[src/rtl/dr_cell_pkg.sv]
package dr_cell_pkg;
  localparam int CELL_IN = 3;
  localparam int LUT_W   = 1 << CELL_IN;
  localparam int MODE_W  = 2;

  typedef enum logic [MODE_W-1:0] {
    RD_ALWAYS     = 2'b00,
    RD_IF_A0      = 2'b01,
    RD_IF_A1      = 2'b10,
    RD_ALWAYS_ALT = 2'b11
  } rd_mode_t;

  typedef enum logic [1:0] {
    ST_IDLE  = 2'd0,
    ST_HOLD  = 2'd1,
    ST_DRAIN = 2'd2
  } cell_state_t;

  typedef struct packed {
    logic valid;
    logic neutral;
    logic bad;
    logic val;
  } rail_info_t;

  function automatic logic mode_hits(input rd_mode_t m, input logic a);
    case (m)
      RD_IF_A0: return !a;
      RD_IF_A1: return a;
      default:  return 1'b1;
    endcase
  endfunction
endpackage

[src/rtl/dr_rail_rx.sv]
module dr_rail_rx
  import dr_cell_pkg::*;
(
  input  logic       rail_f,
  input  logic       rail_t,
  output rail_info_t info
);
  always_comb begin
    info.valid   = rail_f ^ rail_t;
    info.neutral = !rail_f && !rail_t;
    info.bad     = rail_f && rail_t;
    info.val     = rail_t;
  end
endmodule

[src/rtl/dr_cond_decode.sv]
module dr_cond_decode
  import dr_cell_pkg::*;
(
  input  logic [MODE_W-1:0] b_mode,
  input  logic [MODE_W-1:0] c_mode,
  input  logic              z_skip_en,
  input  logic              a_val,
  output logic              rd_b,
  output logic              rd_c,
  output logic              skip_z
);
  always_comb begin
    rd_b   = mode_hits(rd_mode_t'(b_mode), a_val);
    rd_c   = mode_hits(rd_mode_t'(c_mode), a_val);
    skip_z = z_skip_en && a_val;
  end
endmodule

[src/rtl/dr_cell_ctrl.sv]
module dr_cell_ctrl
  import dr_cell_pkg::*;
(
  input  logic                         clk,
  input  logic                         rst,
  input  logic [LUT_W-1:0]             lut,
  input  rail_info_t [CELL_IN-1:0]     ch,
  input  logic                         rd_b,
  input  logic                         rd_c,
  input  logic                         skip_z,
  input  logic                         z_en,
  output logic [CELL_IN-1:0]           en_q,
  output logic                         zf_q,
  output logic                         zt_q,
  output logic                         err_q
);
  cell_state_t        state;
  logic               rb_q, rc_q;
  logic               any_bad;
  logic               ready;
  logic               drained;
  logic [CELL_IN-1:0] idx;

  always_comb begin
    any_bad = 1'b0;
    for (int i = 0; i < CELL_IN; i++) any_bad = any_bad | ch[i].bad;
  end

  always_comb begin
    idx     = {rd_c & ch[2].val, rd_b & ch[1].val, ch[0].val};
    ready   = (state == ST_IDLE) && z_en && !any_bad && ch[0].valid &&
              (!rd_b || ch[1].valid) && (!rd_c || ch[2].valid);
    drained = ch[0].neutral && (!rb_q || ch[1].neutral) && (!rc_q || ch[2].neutral);
  end

  always_ff @(posedge clk) begin
    if (rst) begin
      state <= ST_IDLE;
      en_q  <= '1;
      zf_q  <= 1'b0;
      zt_q  <= 1'b0;
      rb_q  <= 1'b0;
      rc_q  <= 1'b0;
      err_q <= 1'b0;
    end else begin
      err_q <= any_bad;
      case (state)
        ST_IDLE: if (ready) begin
          rb_q <= rd_b;
          rc_q <= rd_c;
          if (skip_z) begin
            en_q  <= {!rd_c, !rd_b, 1'b0};
            state <= ST_DRAIN;
          end else begin
            zt_q  <= lut[idx];
            zf_q  <= !lut[idx];
            state <= ST_HOLD;
          end
        end
        ST_HOLD: if (!z_en) begin
          en_q  <= {!rc_q, !rb_q, 1'b0};
          state <= ST_DRAIN;
        end
        ST_DRAIN: if (drained) begin
          zf_q  <= 1'b0;
          zt_q  <= 1'b0;
          en_q  <= '1;
          state <= ST_IDLE;
        end
        default: state <= ST_IDLE;
      endcase
    end
  end

  a_r2_one_rail: assert property (@(posedge clk) disable iff (rst)
    !(zf_q && zt_q));
  a_r3_eval_needs_go: assert property (@(posedge clk) disable iff (rst)
    $rose(zf_q || zt_q) |-> $past(z_en));
  a_r4_ack_after_release: assert property (@(posedge clk) disable iff (rst)
    ($fell(en_q[0]) && (zf_q || zt_q)) |-> !$past(z_en));
  a_r5_rise_when_empty: assert property (@(posedge clk) disable iff (rst)
    $rose(en_q[0]) |-> (!zf_q && !zt_q));
  a_r6_b_ack_with_a: assert property (@(posedge clk) disable iff (rst)
    (!en_q[1] || !en_q[2]) |-> !en_q[0]);
  a_r8_no_eval_on_bad: assert property (@(posedge clk) disable iff (rst)
    $rose(zf_q || zt_q) |-> !err_q);
endmodule

[src/rtl/dr_lut_cell.sv]
module dr_lut_cell
  import dr_cell_pkg::*;
(
  input  logic                clk,
  input  logic                rst,
  input  logic [LUT_W-1:0]    cfg_lut,
  input  logic                cfg_z_skip,
  input  logic [MODE_W-1:0]   cfg_b_mode,
  input  logic [MODE_W-1:0]   cfg_c_mode,
  input  logic                a_f,
  input  logic                a_t,
  output logic                a_en,
  input  logic                b_f,
  input  logic                b_t,
  output logic                b_en,
  input  logic                c_f,
  input  logic                c_t,
  output logic                c_en,
  output logic                z_f,
  output logic                z_t,
  input  logic                z_enable,
  output logic                err
);
  logic [CELL_IN-1:0]       rf, rt, en;
  rail_info_t [CELL_IN-1:0] info;
  logic                     rd_b, rd_c, skip_z;

  assign rf = {c_f, b_f, a_f};
  assign rt = {c_t, b_t, a_t};

  for (genvar g = 0; g < CELL_IN; g++) begin : g_rx
    dr_rail_rx u_rx (.rail_f(rf[g]), .rail_t(rt[g]), .info(info[g]));
  end

  dr_cond_decode u_dec (
    .b_mode(cfg_b_mode), .c_mode(cfg_c_mode), .z_skip_en(cfg_z_skip),
    .a_val(info[0].val), .rd_b(rd_b), .rd_c(rd_c), .skip_z(skip_z)
  );

  dr_cell_ctrl u_ctrl (
    .clk(clk), .rst(rst), .lut(cfg_lut), .ch(info),
    .rd_b(rd_b), .rd_c(rd_c), .skip_z(skip_z), .z_en(z_enable),
    .en_q(en), .zf_q(z_f), .zt_q(z_t), .err_q(err)
  );

  assign a_en = en[0];
  assign b_en = en[1];
  assign c_en = en[2];
endmodule

[config.mk]
export PLATFORM = sky130hd
export DESIGN_NAME = dr_lut_cell
export DESIGN_NICKNAME = d
export VERILOG_FILES = /design/src/rtl/dr_cell_pkg.sv /design/src/rtl/dr_rail_rx.sv /design/src/rtl/dr_cond_decode.sv /design/src/rtl/dr_cell_ctrl.sv /design/src/rtl/dr_lut_cell.sv
export SDC_FILE = /design/constraint.sdc
export NUM_CORES = 1
export LEC_CHECK = 0
export ABC_AREA = 1
export BUFFER_PORTS_ARGS = -buffer_cell sky130_fd_sc_hd__buf_4
export CAP_MARGIN = 20
export CORE_UTILIZATION = 35
export CTS_BUF_LIST = sky130_fd_sc_hd__clkbuf_16
export DETAILED_ROUTE_END_ITERATION = 10
export PLACE_DENSITY = 0.61
export SKIP_CTS_REPAIR_TIMING = 1
export SLEW_MARGIN = 20
export SYNTH_ARGS = -nofsm -noshare
export SYNTH_HDL_FRONTEND = slang
export SYNTH_SLANG_ARGS = --single-unit
[constraint.sdc]
create_clock -name clk -period 3 [get_ports clk]
set_input_delay 0.3 -clock clk [delete_from_list [all_inputs] [get_ports clk]]
set_output_delay 0.3 -clock clk [all_outputs]
set_load 0.02 [all_outputs]
; ---- After elaboration in Yosys (flattened, before gate mapping)
; Index checks and enable logic that the tools add are counted.
[op_classes]
n_lt_le_gt_ge = 1
n_eq_ne = 11
mux = 21
n_bitwise = 7
n_reduce_logical = 37
[op_table]
columns = op, n
row1 = logical AND 1 bit, 14
row2 = logical NOT 1 bit, 12
row3 = 2-to-1 mux 3 bit, 4
row4 = one-hot mux 3 bit (3 select lines), 1
row5 = 2-to-1 mux 2 bit, 4
row6 = one-hot mux 1 bit (2 select lines), 4
row7 = "== test 2 x 1 -> 1 bit, second input constant", 3
row8 = "== test 2 bit, second input constant", 3
row9 = 2-to-1 mux 1 bit, 6
row10 = "!= test 2 bit, second input constant", 3
row11 = one-hot mux 2 bit (3 select lines), 1
row12 = AND reduction 5 bit, 1
row13 = logical OR 1 bit, 4
row14 = "< comparator 3 x 4 -> 1 bit, second input constant", 1
row15 = "!= test 2 x 1 -> 1 bit, second input constant", 2
row16 = AND reduction 4 bit, 1
row17 = binary-select mux 1 bit (select 3 bit), 1
row18 = AND reduction 3 bit, 1
row19 = nonzero test 3 bit, 1
row20 = XOR 1 bit, 3
row21 = bitwise AND 1 bit, 2
row22 = logical NOT 2 bit, 1
row23 = bitwise OR 1 bit, 2
row24 = AND reduction 2 bit, 1
row25 = nonzero test 2 bit, 1
[word_totals]
regBits = 10
out_inout_bits = 6
wordCells = 84

; ---- Depth between registers and ports, before layout
; Gate-level depths: netlist of the first run.
[logic_depth]
depth_word = 10
ltp_mapped = 12
ltp_nobuf = 12

; ---- Modules after synthesis
; Synthesis of the first run repeated with hierarchy kept, for this count alone.
[unflattened]
hier_cells = 148
hier_area_um2 = 915.9
[modules_own_cells]
columns = mod, n_inst, cells_each, area_each_um2
row1 = dr_cell_ctrl, 1, 114, 686.9
row2 = dr_rail_rx, 3, 5, 40.0
row3 = dr_cond_decode, 1, 19, 108.9

; ---- Least setup slack after synthesis of the first run
; Ideal clock, no wire load.
[synth_path]
kind = input -> register
from = in a_t
to = reg u_ctrl.en_q[0]
arrival_ns = 1.385
required_ns = 2.878
path_slack_ns = 1.493
path_stages = 10
path_cell_list = buf_6 inv_6 ha_1 nand3_1 nor2_2 nand3_4 nand2_4 nand3_4 nand2_1 nand3_1
[synth_via]
elab_chain_cells = 10
[synth_rtl]
columns = item, line
row1 = start: declaration, dr_lut_cell.sv:11  ; input logic a_t,
row2 = logical AND 1 bit, dr_rail_rx.sv:11  ; info.bad = rail_f && rail_t;
row3 = bitwise OR 1 bit (2 in series), dr_cell_ctrl.sv:26  ; for (int i = 0; i < CELL_IN; i++) any_bad = any_bad | ch[i].bad;
row4 = logical NOT 1 bit, dr_cell_ctrl.sv:31  ; ready = (state == ST_IDLE) && z_en && !any_bad && ch[0].valid &&
row5 = logical AND 1 bit (3 in series), dr_cell_ctrl.sv:31
row6 = logical AND 1 bit, dr_cell_ctrl.sv:32  ; (!rd_b || ch[1].valid) && (!rd_c || ch[2].valid);
row7 = != test 2 x 1 -> 1 bit (no line), --
row8 = AND reduction 5 bit (no line) (*), --
row9 = end signal: assignment, dr_cell_ctrl.sv:52  ; en_q <= {!rd_c, !rd_b, 1'b0};
row10 = end signal: assignment, dr_cell_ctrl.sv:61  ; en_q <= {!rc_q, !rb_q, 1'b0};
row11 = end: declaration, dr_cell_ctrl.sv:12  ; output logic [CELL_IN-1:0] en_q,
; Every way passes the cells marked *; elsewhere a longest branch is shown, timed or not.
; A chain may end at the register's enable or synchronous reset.

; ---- Final worst setup path of the first run
[layout_path]
from = reg u_ctrl.state[0]
to = reg u_ctrl.en_q[1]
[layout_via]
elab_chain_cells = 8
[layout_rtl]
columns = item, line
row1 = start: declaration, dr_cell_ctrl.sv:17  ; cell_state_t state;
row2 = start signal: assignment, dr_cell_ctrl.sv:38  ; state <= ST_IDLE;
row3 = start signal: assignment, dr_cell_ctrl.sv:53  ; state <= ST_DRAIN;
row4 = start signal: assignment, dr_cell_ctrl.sv:57  ; state <= ST_HOLD;
row5 = logical NOT 2 bit, "dr_cell_ctrl.sv:31, dr_cell_ctrl.sv:47"
row6 = logical AND 1 bit (4 in series), dr_cell_ctrl.sv:31
row7 = logical AND 1 bit, dr_cell_ctrl.sv:32
row8 = != test 2 x 1 -> 1 bit (no line), --
row9 = AND reduction 5 bit (no line), --
; Several ways; a longest one is shown, not always the timed one.

==> results.yml, run 1 <==
detailed_routing:
  post-route-drc-count: 0
  ant_nets: 0
  wirelength_mm: 1.974
  vias_per_cell: 4.566
  first_pass_iters: 4
  num_vias: 904
  drt_iter0_markers: 16
  wl_per_cell_um: 9.970
yosys:
  synth.most_common_cell: "inv_1"
  ys_seq_area_share_pct: 21.36
  ys_top_cells_by_area: "dfxtp_1, ha_1, inv_1"
  synth_ff_type: "dfxtp_1"
  synthDominantCellAreaShare_pct: 21.36
  yosysWarningCount: 0
  syn-instance-count: 138
  synth_edf_count: 0
  ys_types: 18
  postSynthAreaPerCell_um2: 6.791
  ys_seq_elements: 10
  syn_nets: 173
  netlist_area_um2: 937.1
  netlist.top_cell.by_area: "dfxtp_1"
  synth_commonest_cells: "inv_1, nand2_1, ha_1, nand3_1, dfxtp_1"
  synthArstFlopShare_pct: 0
timing:
  setup_violations: 0
  rsz0062_at_grt: "no"
  max_slew_margin_pct: 71.65
  fmax_ghz: 0.6148
  slew_violations: 0
  period_minus_slack_ns: 1.626
  skew_ns: 0.003755
  tns_ns: 0
  fin_crit_sh_pct: 54.21
  fin_ws_ns: 1.374
  hold_violations: 0
  worst_slew_pin_slew_ns: 0.4253
place:
  numPortBuffers: 27
  pre_cts_ws_ns: 1.325
  hpwlAfterDp_mm: 1.634
  gp_congestion: 0.7649
global_route:
  antenna_found_initial: 0
  grt_pass1_wl_mm: 3.325
  grt_max_degree: 11
  overflow: 0
  gr-usage-all-layers_pct: 15.98
  grt_pass1_vias: 841
worst_setup_path:
  critPathLaunchType: "flip-flop"
  cpLargestDelayFamily: "simple AND/OR/NAND/NOR gates"
  critical_path_required_ns: 3.12
  path_max_fanout: 5
  cp_data_arrival_time_ns: 1.74
  slowest_delay_ns: 0.35
  timing.critical_path.buf_inv: 2
  crit_chain: "inv_1 > ha_1 > nand2_1 > inv_1 > a21oi_1 > nand3_4 > nand2_1 > nand3_1"
  slowest_stage: "dfxtp_1"
  crit_type: "reg2reg"
  cp-end-kind: "flip-flop"
power:
  p_per_area_nw_per_um2: 623.7
  power_leakage_nw: 0.6852
  ir_worst_vdd_uv: 661.3
  combPwrFrac_pct: 46.4
  seq_power_share_pct: 23.0
  p_int_mw: 0.4788
  p_switching_mw: 0.2977
  p_clk_share_pct: 30.7
  p_sw_share_pct: 38.34
floorplan:
  ios: 28
  rows: 18
  fp.dieH_um: 53.75
  coreArea_um2: 2500
  initial_utilization_pct: 37.49
  die_area_um2: 2889
  die_x_um: 53.75
final_layout:
  drive_gt1_share_pct: 25.60
  syn_to_final_growth_pct: 32.84
  diodes: 0
  fill_cells: 248
  num-nets-final: 204
cts:
  htree_levels: 1
  cts_buffer_depth: 2
  cts_root_buf: "clkbuf_16"
  cts_sinks: 10
  cts_inserted_buffers: 3
  cts.reportedPaths.clkPinSlew_ns: 0.04
  cts_tree: "yes"
  clk_latency_ns: 0.24
job:
  max_cap_violations: 0
min_path:
  hold_path.class: "in2reg"
run_status:
  status: "finished, final reports clean"
==> stage by stage <==
stage               utilization (%)  total power [mW]  instance area (µm²)  std cells  hold slack, ns
global placement              46.65            0.5336                 1166        194          0.4626
detailed placement            46.65            0.5414                 1166        194          0.4688
finish                        49.80            0.7765                 1245        198          0.2854
CTS                           49.80            0.7834                 1245        198          0.2816
floorplan                         -            0.4422                937.1        138          0.3691
global route                  49.80            0.8431                 1245        198          0.2850
==> metal layers <==
layer  track usage (%)  vias to the layer above  routed length, µm
li1                  -                      480                  -
met1             18.07                      409                851
met2             28.40                       15               1035
met3             7.062                        0                 87
met4             1.316                        0                  0
met5                 0                        -                  0
==> layout by cell type (no fill, tap or decap) <==
| cell | synthesis | final |
|---|---|---|
| nand3_1 | 12 | 12 |
| a21boi_0 | 4 | 4 |
| inv_1 | 32 | 32 |
| a21oi_1 | 8 | 8 |
| clkinv_1 | 0 | 1 |
| inv_2 | 1 | 1 |
| nand2_1 | 31 | 31 |
| ha_1 | 13 | 13 |
| nand3_2 | 2 | 2 |
| o21ai_0 | 3 | 3 |
| a22oi_1 | 2 | 2 |
| inv_6 | 1 | 1 |
| nand2_4 | 2 | 2 |
| nand2_2 | 3 | 3 |
| dfxtp_1 | 10 | 10 |
| buf_4 | 0 | 27 |
| nand3_4 | 3 | 3 |
| clkbuf_16 | 0 | 3 |
| nor2_2 | 1 | 1 |
| nor2_1 | 9 | 9 |
==> power groups by stage <==
stage               registers [mW]  clock network, mW  logic [mW]
floorplan                    0.200                  0       0.243
global placement             0.180                  0       0.354
detailed placement           0.181                  0       0.361
CTS                          0.179              0.241       0.364
global route                 0.182              0.252       0.410
finish                       0.178              0.238       0.360
==> worst paths after layout <==
| path | startpoint | slack [ns] | end | cells past startpoint |
|---|---|---|---|---|
| worst max-delay path | u_ctrl.state[0]$_SDFFE_PP0P_ | 1.37 | u_ctrl.en_q[1]$_SDFFE_PP1P_ | 8 |
| worst min-delay path | rst | 0.29 | u_ctrl.err_q$_SDFF_PP0_ | 2 |
| worst max register to register | u_ctrl.state[0]$_SDFFE_PP0P_ | 1.37 | u_ctrl.en_q[1]$_SDFFE_PP1P_ | 8 |
| worst min register to register | u_ctrl.en_q[2]$_SDFFE_PP1P_ | 0.48 | u_ctrl.en_q[2]$_SDFFE_PP1P_ | 2 |
==> sequential cells by signal, summed over array words and instances (netlist names) <==
| signal | count |
|---|---|
| u_ctrl.err_q | 1 |
| u_ctrl.zt_q | 1 |
| u_ctrl.rb_q | 1 |
| u_ctrl.en_q | 3 |
| u_ctrl.zf_q | 1 |
| u_ctrl.state | 2 |
| u_ctrl.rc_q | 1 |
==> kinds of logic (layout without fill, tap and decap cells) <==
kind of cell | Yosys count | count (layout) | share of synthesized area (%)
flops | 10 | 10 | 21.36
compound gates | 17 | 17 | 10.68
buf+inv | 35 | 65 | 15.35
fa+ha+maj | 13 | 13 | 17.36
simple gates | 63 | 63 | 35.25
==> final cells by class <==
| cell class | instances | area, µm² | share of cell area [%] |
|---|---|---|---|
| clock buffers | 3 | 75.07 | 6.030 |
| clock inverters | 1 | 3.754 | 0.3015 |
| inverters | 34 | 132.6 | 10.65 |
| multi-input cells | 93 | 593.1 | 47.64 |
| flip-flops and latches | 10 | 200.2 | 16.08 |
| well taps | 30 | 37.54 | 3.015 |
| repair buffers | 27 | 202.7 | 16.28 |
No activity file was read; power rests on OpenSTA's default activity.
==> run 2, diff against run 1 <==
Settings changed: PLACE_DENSITY 0.61 to 0.63.
Clock period 3 ns to 1.3 ns, I/O delays scaled along.
==> run 2 against run 1 <==
Compared with the run above: the flow now finishes with violations (setup timing); first-iteration DRC count fell by 13%; die area did not move; utilization increased by 7.2 points; sequential power up 130%; clock power increased by 140%; critical path depth is 1 lower; global-route usage increased by 1.5 points; sequential share of layout area fell by 1.9 points; clock skew decreased by 0.00089 ns; hold slack worse by 0.19 ns; critical path type unchanged; largest power group unchanged; highest routed layer is now met4.
==> results.yml, run 2 (same netlist as run 1, synthesis figures left out) <==
run_status:
  status: "finished with violations"
  failed_checks: "setup timing"
floorplan:
  die_x_um: 53.75
  rows: 18
  die_area_um2: 2889
  fp.dieH_um: 53.75
  coreArea_um2: 2500
  initial_utilization_pct: 37.49
  ios: 28
timing:
  setup_violations: 7
  fin_ws_ns: -0.05663
  hold_violations: 0
  rsz0062_at_grt: "yes"
  holdWs_ns: 0.09823
  tns_ns: -0.2375
  skew_ns: 0.002868
  max_slew_margin_pct: 82.56
  period_minus_slack_ns: 1.357
  worst_slew_pin_slew_ns: 0.2588
  slew_violations: 0
  fin_crit_sh_pct: 104.4
  fmax_ghz: 0.7371
job:
  max_cap_violations: 0
detailed_routing:
  num_vias: 995
  wl_per_cell_um: 10.64
  ant_nets: 0
  first_pass_iters: 3
  vias_per_cell: 4.671
  drt_iter0_markers: 14
  post-route-drc-count: 0
  wirelength_mm: 2.266
cts:
  htree_levels: 1
  clk_latency_ns: 0.24
  cts_buffer_depth: 2
  cts_root_buf: "clkbuf_16"
  cts_tree: "yes"
  cts_sinks: 10
  cts_inserted_buffers: 3
  cts.reportedPaths.clkPinSlew_ns: 0.04
place:
  numPortBuffers: 27
  numPlacedInstances: 207
  gp_congestion: 0.8300
  hpwlAfterDp_mm: 1.802
final_layout:
  largest_reg_flops: 3
  seqCellArea_um2: 201.4
  layout.cells.non_filler: 213
  drive_gt1_share_pct: 38.80
  num-nets-final: 219
  final_common_cell: "buf_4"
  final_cell_mix: "buf_4, inv_1, nand2_1"
  diodes: 0
  multi_input_area_um2: 656.9
  fill_cells: 234
  top_register: "u_ctrl.en_q"
  syn_to_final_growth_pct: 52.07
  top_regs: "u_ctrl.en_q: 3 flops, u_ctrl.state: 2 flops"
power:
  p_per_area_nw_per_um2: 1453
  power_leakage_nw: 0.7673
  ir_worst_vdd_uv: 1165
global_route:
  grt_max_degree: 8
  grt_pass1_vias: 906
  grt_pass1_wl_mm: 3.594
  gr-usage-all-layers_pct: 17.50
  antenna_found_initial: 0
  overflow: 0
min_path:
  hold_path.class: "in2reg"
  hold-path-endpoint: "u_ctrl.state[1]$_SDFFE_PP0P_"
  min-delay-start: "rst"
  hold_depth: 2
worst_setup_path:
  path_max_fanout: 4
  cp-end-kind: "flip-flop"
  cpLargestDelayFamily: "flip-flops"
  crit_type: "reg2reg"
  r2r-end: "u_ctrl.en_q[1]$_SDFFE_PP1P_"
  slowest_stage: "dfxtp_1"
  reg2regPathDepth: 7
  reg2reg_setup_slack_ns: -0.06
  critical_path_required_ns: 1.43
  crit_chain: "inv_2 > ha_4 > inv_1 > a21oi_1 > nand3_4 > nand2_2 > nand3_2"
  slowest_delay_ns: 0.34
  timing.critical_path.buf_inv: 2
  critPathLaunchType: "flip-flop"
  cp_data_arrival_time_ns: 1.48
  rr_startpoint: "u_ctrl.state[0]$_SDFFE_PP0P_"
-- run 2: cell count changes in the layout (fill, tap and decap cells not counted), sizes merged --
cell  change
buf      +15
-- run 2: layout make-up --
| cell class | count | area share (%) |
|---|---|---|
| clock inverters | 1 | 0.2634 |
| well taps | 30 | 2.634 |
| repair buffers | 42 | 22.12 |
| inverters | 34 | 9.482 |
| flip-flops and latches | 10 | 14.14 |
| clock buffers | 3 | 5.268 |
| multi-input cells | 93 | 46.09 |
-- run 2: how the worst max path moves through the flow --
stage / from / endpoint / slack, ns / cells past startpoint
6_report: u_ctrl.state[0]$_SDFFE_PP0P_ / u_ctrl.en_q[1]$_SDFFE_PP1P_ / -0.06 / 7
5_1_grt: u_ctrl.state[0]$_SDFFE_PP0P_ / u_ctrl.zf_q$_SDFFE_PP0P_ / -0.15 / 7
4_1_cts: u_ctrl.state[1]$_SDFFE_PP0P_ / u_ctrl.zt_q$_SDFFE_PP0P_ / -0.09 / 8
3_5_place_dp: cfg_b_mode[0] / u_ctrl.en_q[0]$_SDFFE_PP1P_ / -0.13 / 11
3_3_place_gp: cfg_b_mode[0] / u_ctrl.en_q[0]$_SDFFE_PP1P_ / -0.07 / 11
2_1_floorplan: a_t / u_ctrl.en_q[0]$_SDFFE_PP1P_ / 0.001 / 10
-- run 2: report_power, final --
group	internal, mW	leakage [nW]	total (mW)	switching, mW
sequential	0.376	0.0820	0.415	0.0395
combinational	0.492	0.647	1.10	0.603
clock	0.404	0.0385	0.560	0.156
-- run 2: routing by layer --
metal	track usage (%)	share of wire (%)	up-vias
met5	0	0	-
met4	9.211	2.4	0
met3	2.542	3.1	6
met2	31.69	53	23
met1	19.40	42	449
li1	-	-	517
-- run 2: per-stage QoR --
| step | power, mW | cell area [µm²] | setup WS [ns] | util, % |
|---|---|---|---|---|
| floorplan | 1.057 | 953.4 | 0.001442 | - |
| finish | 2.070 | 1425 | -0.05663 | 57.01 |
| global route | 2.199 | 1425 | -0.1497 | 57.01 |
| CTS | 1.952 | 1359 | -0.08903 | 54.35 |
| detailed placement | 1.382 | 1280 | -0.1311 | 51.20 |
| global placement | 1.359 | 1280 | -0.07061 | 51.20 |
==> run 3, diff against run 2 <==
Settings changed: PLACE_DENSITY 0.63 to 0.66.
Clock period 1.3 ns to 1.4 ns, I/O delays scaled along.
==> run 3 against run 2 <==
Compared with the run above: the run now ends clean; routed wire length is 11% lower; critical path depth is 2 higher; via count is 6.7% lower; flip-flop and latch count stayed put; clock power is 11% lower; power is 12% lower; utilization is 3.1 points lower; critical path type unchanged; critical endpoint unchanged.
==> results.yml, run 3 (same netlist as run 1, synthesis figures left out) <==
run_status:
  status: "finished, final reports clean"
cts:
  cts.reportedPaths.clkPinSlew_ns: 0.04
  cts_root_buf: "clkbuf_16"
  cts_tree: "yes"
  htree_levels: 1
  cts_sinks: 10
  clk_latency_ns: 0.24
  cts_buffer_depth: 2
  cts_inserted_buffers: 3
floorplan:
  coreArea_um2: 2500
  ios: 28
  initial_utilization_pct: 37.49
  rows: 18
  die_x_um: 53.75
  die_area_um2: 2889
  fp.dieH_um: 53.75
worst_setup_path:
  cp-end-kind: "flip-flop"
  rr_startpoint: "u_ctrl.state[1]$_SDFFE_PP0P_"
  crit_top_cell: "buf_4"
  path_max_fanout: 5
  critical_path_required_ns: 1.52
  r2r-end: "u_ctrl.en_q[1]$_SDFFE_PP1P_"
  reg2regPathDepth: 9
  crit_type: "reg2reg"
  critPathLaunchType: "flip-flop"
  crit_chain: "buf_4 > ha_4 > nand2_2 > inv_2 > a21oi_2 > buf_4 > nand3_4 > nand2_1 > nand3_1"
  slowest_stage: "dfxtp_2"
  cp_data_arrival_time_ns: 1.49
  slowest_delay_ns: 0.31
  timing.critical_path.buf_inv: 3
  cpLargestDelayFamily: "buffers and inverters"
  reg2reg_setup_slack_ns: 0.03
power:
  total_power_mw: 1.831
  power_leakage_nw: 0.7230
  p_per_area_nw_per_um2: 1357
  ir_worst_vdd_uv: 958.3
detailed_routing:
  wirelength_mm: 2.026
  drt_iter0_markers: 9
  ant_nets: 0
  num_vias: 928
  post-route-drc-count: 0
  wl_per_cell_um: 9.931
  first_pass_iters: 4
  vias_per_cell: 4.549
global_route:
  grt_max_degree: 8
  grt_pass1_wl_mm: 3.339
  grt_pass1_vias: 869
  antenna_found_initial: 0
  overflow: 0
  gr-usage-all-layers_pct: 16.01
final_layout:
  final_cell_mix: "buf_4, nand2_1, inv_1"
  syn_to_final_growth_pct: 43.92
  num-nets-final: 211
  drive_gt1_share_pct: 35.63
  final_common_cell: "buf_4"
  largest_reg_flops: 3
  top_register: "u_ctrl.en_q"
  top_regs: "u_ctrl.en_q: 3 flops, u_ctrl.state: 2 flops"
  diodes: 0
timing:
  holdWs_ns: 0.1091
  fmax_ghz: 0.7282
  skew_ns: 0.005055
  period_minus_slack_ns: 1.373
  tns_ns: 0
  hold_violations: 0
  slew_violations: 0
  fin_crit_sh_pct: 98.09
  max_slew_margin_pct: 85.35
  worst_slew_pin_slew_ns: 0.2197
  rsz0062_at_grt: "yes"
  setup_violations: 0
min_path:
  min-delay-start: "rst"
  hold-path-endpoint: "u_ctrl.state[0]$_SDFFE_PP0P_"
  hold_depth: 2
  hold_path.class: "in2reg"
place:
  gp_congestion: 0.7611
  numPortBuffers: 27
  hpwlAfterDp_mm: 1.689
job:
  max_cap_violations: 0
==> run 3: worst max-delay path by stage <==
| stage | from | endpoint | slack [ns] | cells past startpoint |
|---|---|---|---|---|
| floorplan | u_ctrl.state[0]$_SDFFE_PP0P_ | u_ctrl.en_q[0]$_SDFFE_PP1P_ | 0.002 | 8 |
| CTS | u_ctrl.state[0]$_SDFFE_PP0P_ | u_ctrl.en_q[1]$_SDFFE_PP1P_ | -0.09 | 9 |
| detailed placement | u_ctrl.state[1]$_SDFFE_PP0P_ | u_ctrl.en_q[0]$_SDFFE_PP1P_ | -0.08 | 9 |
| global placement | u_ctrl.state[0]$_SDFFE_PP0P_ | u_ctrl.en_q[0]$_SDFFE_PP1P_ | 0.003 | 9 |
| finish | u_ctrl.state[1]$_SDFFE_PP0P_ | u_ctrl.en_q[1]$_SDFFE_PP1P_ | 0.03 | 9 |
| global route | u_ctrl.state[1]$_SDFFE_PP0P_ | u_ctrl.en_q[1]$_SDFFE_PP1P_ | -0.03 | 10 |
==> run 3: where the power goes <==
part | switching [mW] | leakage (nW) | total (mW) | internal [mW]
combinational | 0.539 | 0.604 | 0.945 | 0.406
clock | 0.129 | 0.0370 | 0.499 | 0.370
sequential | 0.0358 | 0.0824 | 0.387 | 0.351
==> run 3: layout make-up <==
type / count / area [µm²]
Multi-Input combinational cell: 93 / 640.6
Tap cell: 30 / 37.54
Timing Repair Buffer: 34 / 255.2
Sequential cell: 10 / 202.7
Clock buffer: 3 / 75.07
Fill cell: 230 / 1151
Inverter: 34 / 137.6
==> run 3: metrics by stage <==
stage / cells / worst slack, ns / utilization, % / instance area (µm²)
2_1_floorplan: 138 / 0.001690 / - / 939.7
3_3_place_gp: 200 / 0.003161 / 48.55 / 1214
3_5_place_dp: 200 / -0.07591 / 48.55 / 1214
4_1_cts: 203 / -0.08507 / 51.55 / 1289
5_1_grt: 204 / -0.02778 / 53.95 / 1349
6_report: 204 / 0.02672 / 53.95 / 1349
==> run 3: worst reg2reg max path: stages (launching register included) <==
cell and delay, ns:
dfxtp_2 0.31, buf_4 0.14, ha_4 0.17, nand2_2 0.08
inv_2 0.05, a21oi_2 0.10, buf_4 0.15, nand3_4 0.10
nand2_1 0.08, nand3_1 0.07
==> run 3: metal layers <==
layer / vias to the layer above / track usage, % / routed length, µm
li1: 496 / - / -
met2: 13 / 30.45 / 1113
met3: 3 / 4.237 / 51
met4: 0 / 4.825 / 23
met5: - / 0 / 0
met1: 416 / 16.81 / 838
